[src/rtl/lane_dup_pkg.sv]
package lane_dup_pkg;

  typedef enum logic [1:0] {
    OP_COPY     = 2'b00,
    OP_ODD_DUP  = 2'b01,
    OP_EVEN_DUP = 2'b10,
    OP_WIDE_DUP = 2'b11
  } dup_op_e;

  // Number of 32-bit lanes that make up one 64-bit element
  localparam int unsigned WIDE_GROUP = 2;

endpackage

[src/rtl/lane_dup_select.sv]
module lane_dup_select
  import lane_dup_pkg::*;
#(
  parameter int unsigned LANE_W    = 32,
  parameter int unsigned NUM_LANES = 4,
  localparam int unsigned VEC_W    = LANE_W * NUM_LANES,
  localparam int unsigned IDX_W    = (NUM_LANES > 1) ? $clog2(NUM_LANES) : 1
) (
  input  dup_op_e          op,
  input  logic [VEC_W-1:0] src,
  output logic [VEC_W-1:0] dst
);

  // Which source lane feeds destination lane `pos` for operation `o`
  function automatic logic [IDX_W-1:0] src_lane_for(input dup_op_e o,
                                                    input int unsigned pos);
    int unsigned idx;
    case (o)
      OP_ODD_DUP:  idx = pos | 1;
      OP_EVEN_DUP: idx = pos & ~32'd1;
      OP_WIDE_DUP: idx = pos % WIDE_GROUP;
      default:     idx = pos;
    endcase
    return idx[IDX_W-1:0];
  endfunction

  logic [LANE_W-1:0] src_lane [NUM_LANES];
  logic [LANE_W-1:0] dst_lane [NUM_LANES];

  for (genvar g = 0; g < NUM_LANES; g++) begin : g_lane
    assign src_lane[g] = src[g*LANE_W +: LANE_W];

    always_comb begin
      dst_lane[g] = src_lane[src_lane_for(op, g)];
    end

    assign dst[g*LANE_W +: LANE_W] = dst_lane[g];
  end

  // Pairwise lane relations that each pattern must exhibit
  for (genvar p = 0; p + 1 < NUM_LANES; p += 2) begin : g_pair_chk
    always_comb begin
      if (op == OP_ODD_DUP) begin
        assert_odd_pair_R2: assert (dst_lane[p] == src_lane[p+1] && dst_lane[p+1] == src_lane[p+1]);
      end
      if (op == OP_EVEN_DUP) begin
        assert_even_pair_R3: assert (dst_lane[p] == src_lane[p] && dst_lane[p+1] == src_lane[p]);
      end
      if (op == OP_WIDE_DUP) begin
        assert_wide_pair_R4: assert (dst_lane[p] == src_lane[0] && dst_lane[p+1] == src_lane[1]);
      end
      if (op == OP_COPY) begin
        assert_copy_pair_R1: assert (dst_lane[p] == src_lane[p] && dst_lane[p+1] == src_lane[p+1]);
      end
    end
  end

endmodule

[src/rtl/lane_dup_stage.sv]
module lane_dup_stage #(
  parameter int unsigned WIDTH = 128
) (
  input  logic             clk,
  input  logic             rst,
  input  logic             in_valid,
  input  logic [WIDTH-1:0] in_data,
  output logic             out_valid,
  output logic [WIDTH-1:0] out_data
);

  logic capture;
  assign capture = in_valid;

  always_ff @(posedge clk) begin
    if (rst) begin
      out_valid <= 1'b0;
      out_data  <= '0;
    end else begin
      out_valid <= in_valid;
      if (capture) begin
        out_data <= in_data;
      end
    end
  end

  assert_valid_delay_R5: assert property (@(posedge clk) disable iff (rst)
    !$past(rst) |-> (out_valid == $past(in_valid)));

  assert_hold_when_idle_R7: assert property (@(posedge clk) disable iff (rst)
    !in_valid |=> $stable(out_data));

  assert_reset_clears_R6: assert property (@(posedge clk)
    rst |=> (!out_valid && out_data == '0));

endmodule

[src/rtl/lane_dup_unit.sv]
module lane_dup_unit
  import lane_dup_pkg::*;
#(
  parameter int unsigned LANE_W    = 32,
  parameter int unsigned NUM_LANES = 4,
  localparam int unsigned VEC_W    = LANE_W * NUM_LANES
) (
  input  logic             clk,
  input  logic             rst,
  input  logic             in_valid,
  input  logic [1:0]       in_op,
  input  logic [VEC_W-1:0] in_src,
  output logic             out_valid,
  output logic [VEC_W-1:0] out_result
);

  dup_op_e          op_dec;
  logic [VEC_W-1:0] dup_next;

  assign op_dec = dup_op_e'(in_op);

  lane_dup_select #(
    .LANE_W    (LANE_W),
    .NUM_LANES (NUM_LANES)
  ) u_select (
    .op  (op_dec),
    .src (in_src),
    .dst (dup_next)
  );

  lane_dup_stage #(
    .WIDTH (VEC_W)
  ) u_stage (
    .clk       (clk),
    .rst       (rst),
    .in_valid  (in_valid),
    .in_data   (dup_next),
    .out_valid (out_valid),
    .out_data  (out_result)
  );

  // A wide-duplicate result always has matching 64-bit halves one cycle on
  assert_wide_halves_R4: assert property (@(posedge clk) disable iff (rst)
    (in_valid && in_op == 2'b11) |=> (out_result[VEC_W-1:VEC_W/2] == out_result[VEC_W/2-1:0]));

endmodule

[config.mk]
export PLATFORM = sky130hd
export DESIGN_NAME = lane_dup_unit
export DESIGN_NICKNAME = d
export VERILOG_FILES = /design/src/rtl/lane_dup_pkg.sv /design/src/rtl/lane_dup_select.sv /design/src/rtl/lane_dup_stage.sv /design/src/rtl/lane_dup_unit.sv
export SDC_FILE = /design/constraint.sdc
export NUM_CORES = 1
export LEC_CHECK = 0
export BUFFER_PORTS_ARGS = -buffer_cell sky130_fd_sc_hd__buf_2
export CAP_MARGIN = 5
export CORE_AREA = 2 2 122 124
export CTS_CLUSTER_DIAMETER = 60
export CTS_CLUSTER_SIZE = 20
export DETAILED_ROUTE_END_ITERATION = 10
export DIE_AREA = 0 0 124 126
export PLACE_DENSITY = 0.85
export SYNTH_ARGS = -nofsm -noshare
export SYNTH_HDL_FRONTEND = slang
export SYNTH_SLANG_ARGS = --single-unit
[constraint.sdc]
create_clock -name clk -period 1.9 [get_ports clk]
set_clock_uncertainty 0.1 [all_clocks]
set_input_delay 0.095 -clock clk [delete_from_list [all_inputs] [get_ports clk]]
set_output_delay 0.095 -clock clk [all_outputs]
set_load 0.03 [all_outputs]
==> results.toml <==
[power_and_ir_drop]
switching_share = 0.306
p_clk_frac = 0.396
switchingPower_uw = 2720
combPwrFrac = 0.261
internal-power_uw = 6180
ir_worst_vdd_mv = 0.638
p_leak_uw = 0.00494
power_density_nw_per_um2 = 771
pwr-share-seq = 0.343

[worst_setup_path]
path_class = "primary input to flop"
cp.arrival_ns = 1.94
cp-end-kind = "flop"
cp_max_fo = 47
worst-endpoint-required_ns = 2.16
start_kind = "primary input"

[die]
die_y_um = 126
die_w_um = 124
num_rows = 44
die_area_sq_um = 15600
initial_utilization = 0.542
io_pins = 262
core_sq_um = 14300

[synthesis]
yosysTopAreaCellShare = 0.333
synth_area_sq_um = 7760
ys_top_cells_by_area = "dfxtp_1, a2111oi_2, nand4bb_1"
synth.distinct_cells = 20
synth.avg_cell_area_sq_um = 10.5
synth_top_area_cell = "dfxtp_1"
synth_seq_area_share = 0.333
ys_seq_elements = 129
synth_fp_nets = 876
synthCells = 743
ys.warnings.count = 0

[drt]
wl_um = 32500
vias_per_cell = 6.49
ant_nets = 0
wl_per_cell_um = 24.5
drc = 0
via_count = 8596
drtPass1Iterations = 6
drt_iter0_drc = 981

[outcome]
status = "complete, no violations"

[global_route]
grt_pass1_vias = 8558
track_usage = 0.408
grt_pass1_wl_um = 48800
grt_antenna_before_repair = 2
grt_start_max_net_pins = 74
overflow = 0

[sta]
fmax_ghz = 0.594
finalHoldViolations = 0
fin_setup_tns_ns = 0
timing.final.ws_setup_ns = 0.216
finalMaxSlewViolations = 0
maxSlewHeadroom = 0.594
hold_ws_ns = 0.0212
period_needed_ns = 1.68
setup_viol = 0
rsz0062_at_grt = "no"
post-route-period-util = 0.886
tightest_slew_ns = 0.601

[cts]
post_cts_resized = 0
cts_max_path_buffers = 2
tritoncts = "done"
cts_made_buffers = 17
insertion_delay_ns = 0.41
cts_root_buffer = "clkbuf_16"
h-tree-depth = 4
clk_pin_slew_worst_paths_ns = 0.06
cts.sinks = 129

[final_layout]
finalNonFillerCells = 1325
drive_above_1_share = 0.344
nets = 1262
multi_input_area_sq_um = 4660
area_growth_pct = 48.6
register_area_sq_um = 2580
fillCellCount = 754

[place]
gp_congestion = 1.02
hpwl_um = 17500
port-buffer-count = 261
place_ws_ns = 0.335
placed_cells = 1121

[flow_run]
drv_cap = 0

[min_path]
hold_class = "primary input to flop"
[cell type report]
class	count	area share
Multi-Input combinational cell	517	0.404
Timing Repair Buffer	464	0.299
Sequential cell	129	0.224
Clock buffer	23	0.0414
Tap cell	184	0.0200
Clock inverter	6	0.0113
Antenna cell	2	0.000434
[layout by cell type, fill, tap and decap left out, types with 4 or more instances in the layout]
master	n
buf_2	257
dlygate4sd3_1	173
dfxtp_1	129
nor2b_1	65
nand2b_1	64
mux2i_1	64
o221ai_1	64
nor2_1	64
a2111oi_2	62
nand4bb_1	57
nor4bb_1	52
buf_4	18
clkbuf_16	17
buf_12	14
and4bb_2	9
or4bb_1	7
bufinv_16	4
[cells by family after synthesis]
| logic type | count (synthesis) | synth area share |
|---|---|---|
| mux | 64 | 0.0825 |
| simple gates | 325 | 0.318 |
| flops | 129 | 0.333 |
| buf+inv | 97 | 0.0682 |
| compound gates | 128 | 0.199 |
[routing by layer]
| metal | track usage | vias up | wire length (um) |
|---|---|---|---|
| met5 | 0 | - | 0 |
| met2 | 0.615 | 622 | 14500 |
| li1 | - | 3671 | - |
| met1 | 0.507 | 4108 | 12200 |
| met4 | 0.257 | 0 | 2220 |
| met3 | 0.119 | 195 | 3590 |
[worst max-delay path, stage by stage]
cell and delay [ns]:
buf_6 0.31, buf_4 0.30, nand3b_1 0.13, buf_4 0.26
o221ai_1 0.24, dlygate4sd3_1 0.58
[flip-flops by register name (all words and copies together) (netlist names)]
name	flops
u_stage.out_valid	1
u_stage.out_data	128
[stage by stage]
step	util	power (uW)	instance area (sq um)
after global routing	0.806	9110	11500
after CTS	0.806	8690	11500
after detailed placement	0.642	4960	9200
after global placement	0.642	4930	9200
after floorplan	-	4320	7760
final	0.806	8900	11500
[timing repair]
item,4_1_cts,5_1_grt
setup buffers,0,0
hold endpoints to repair,121,0
hold buffers,173,0
[path summary, 6_finish.rpt]
check	depth (start not counted)	startpoint	slack (ns)	endpoint
worst max-delay path	6	in_valid	0.22	u_stage.out_data[98]
worst min-delay path	2	rst	0.02	u_stage.out_data[33]
worst max register to register	3	u_stage.out_data[121]	0.50	u_stage.out_data[121]
worst min register to register	2	u_stage.out_data[21]	0.42	u_stage.out_data[21]
[power groups by stage]
stage	clock, uW	sequential, uW	combinational [uW]
2_1_floorplan	0	3490	837
3_3_place_gp	0	3080	1850
3_5_place_dp	0	3080	1870
4_1_cts	3460	3030	2200
5_1_grt	3630	3060	2420
6_report	3530	3050	2320
[synth_stat cells (all sizes together)]
cell type / n
nor4bb: 52
o221ai: 64
nor2: 64
nand4bb: 57
nor2b: 65
dfxtp: 129
and4bb: 12
buf: 54
clkbuf: 43
a2111oi: 64
nand3b: 2
or4bb: 7
nand2b: 66
mux2i: 64
No activity file was read; power rests on OpenSTA's default activity.
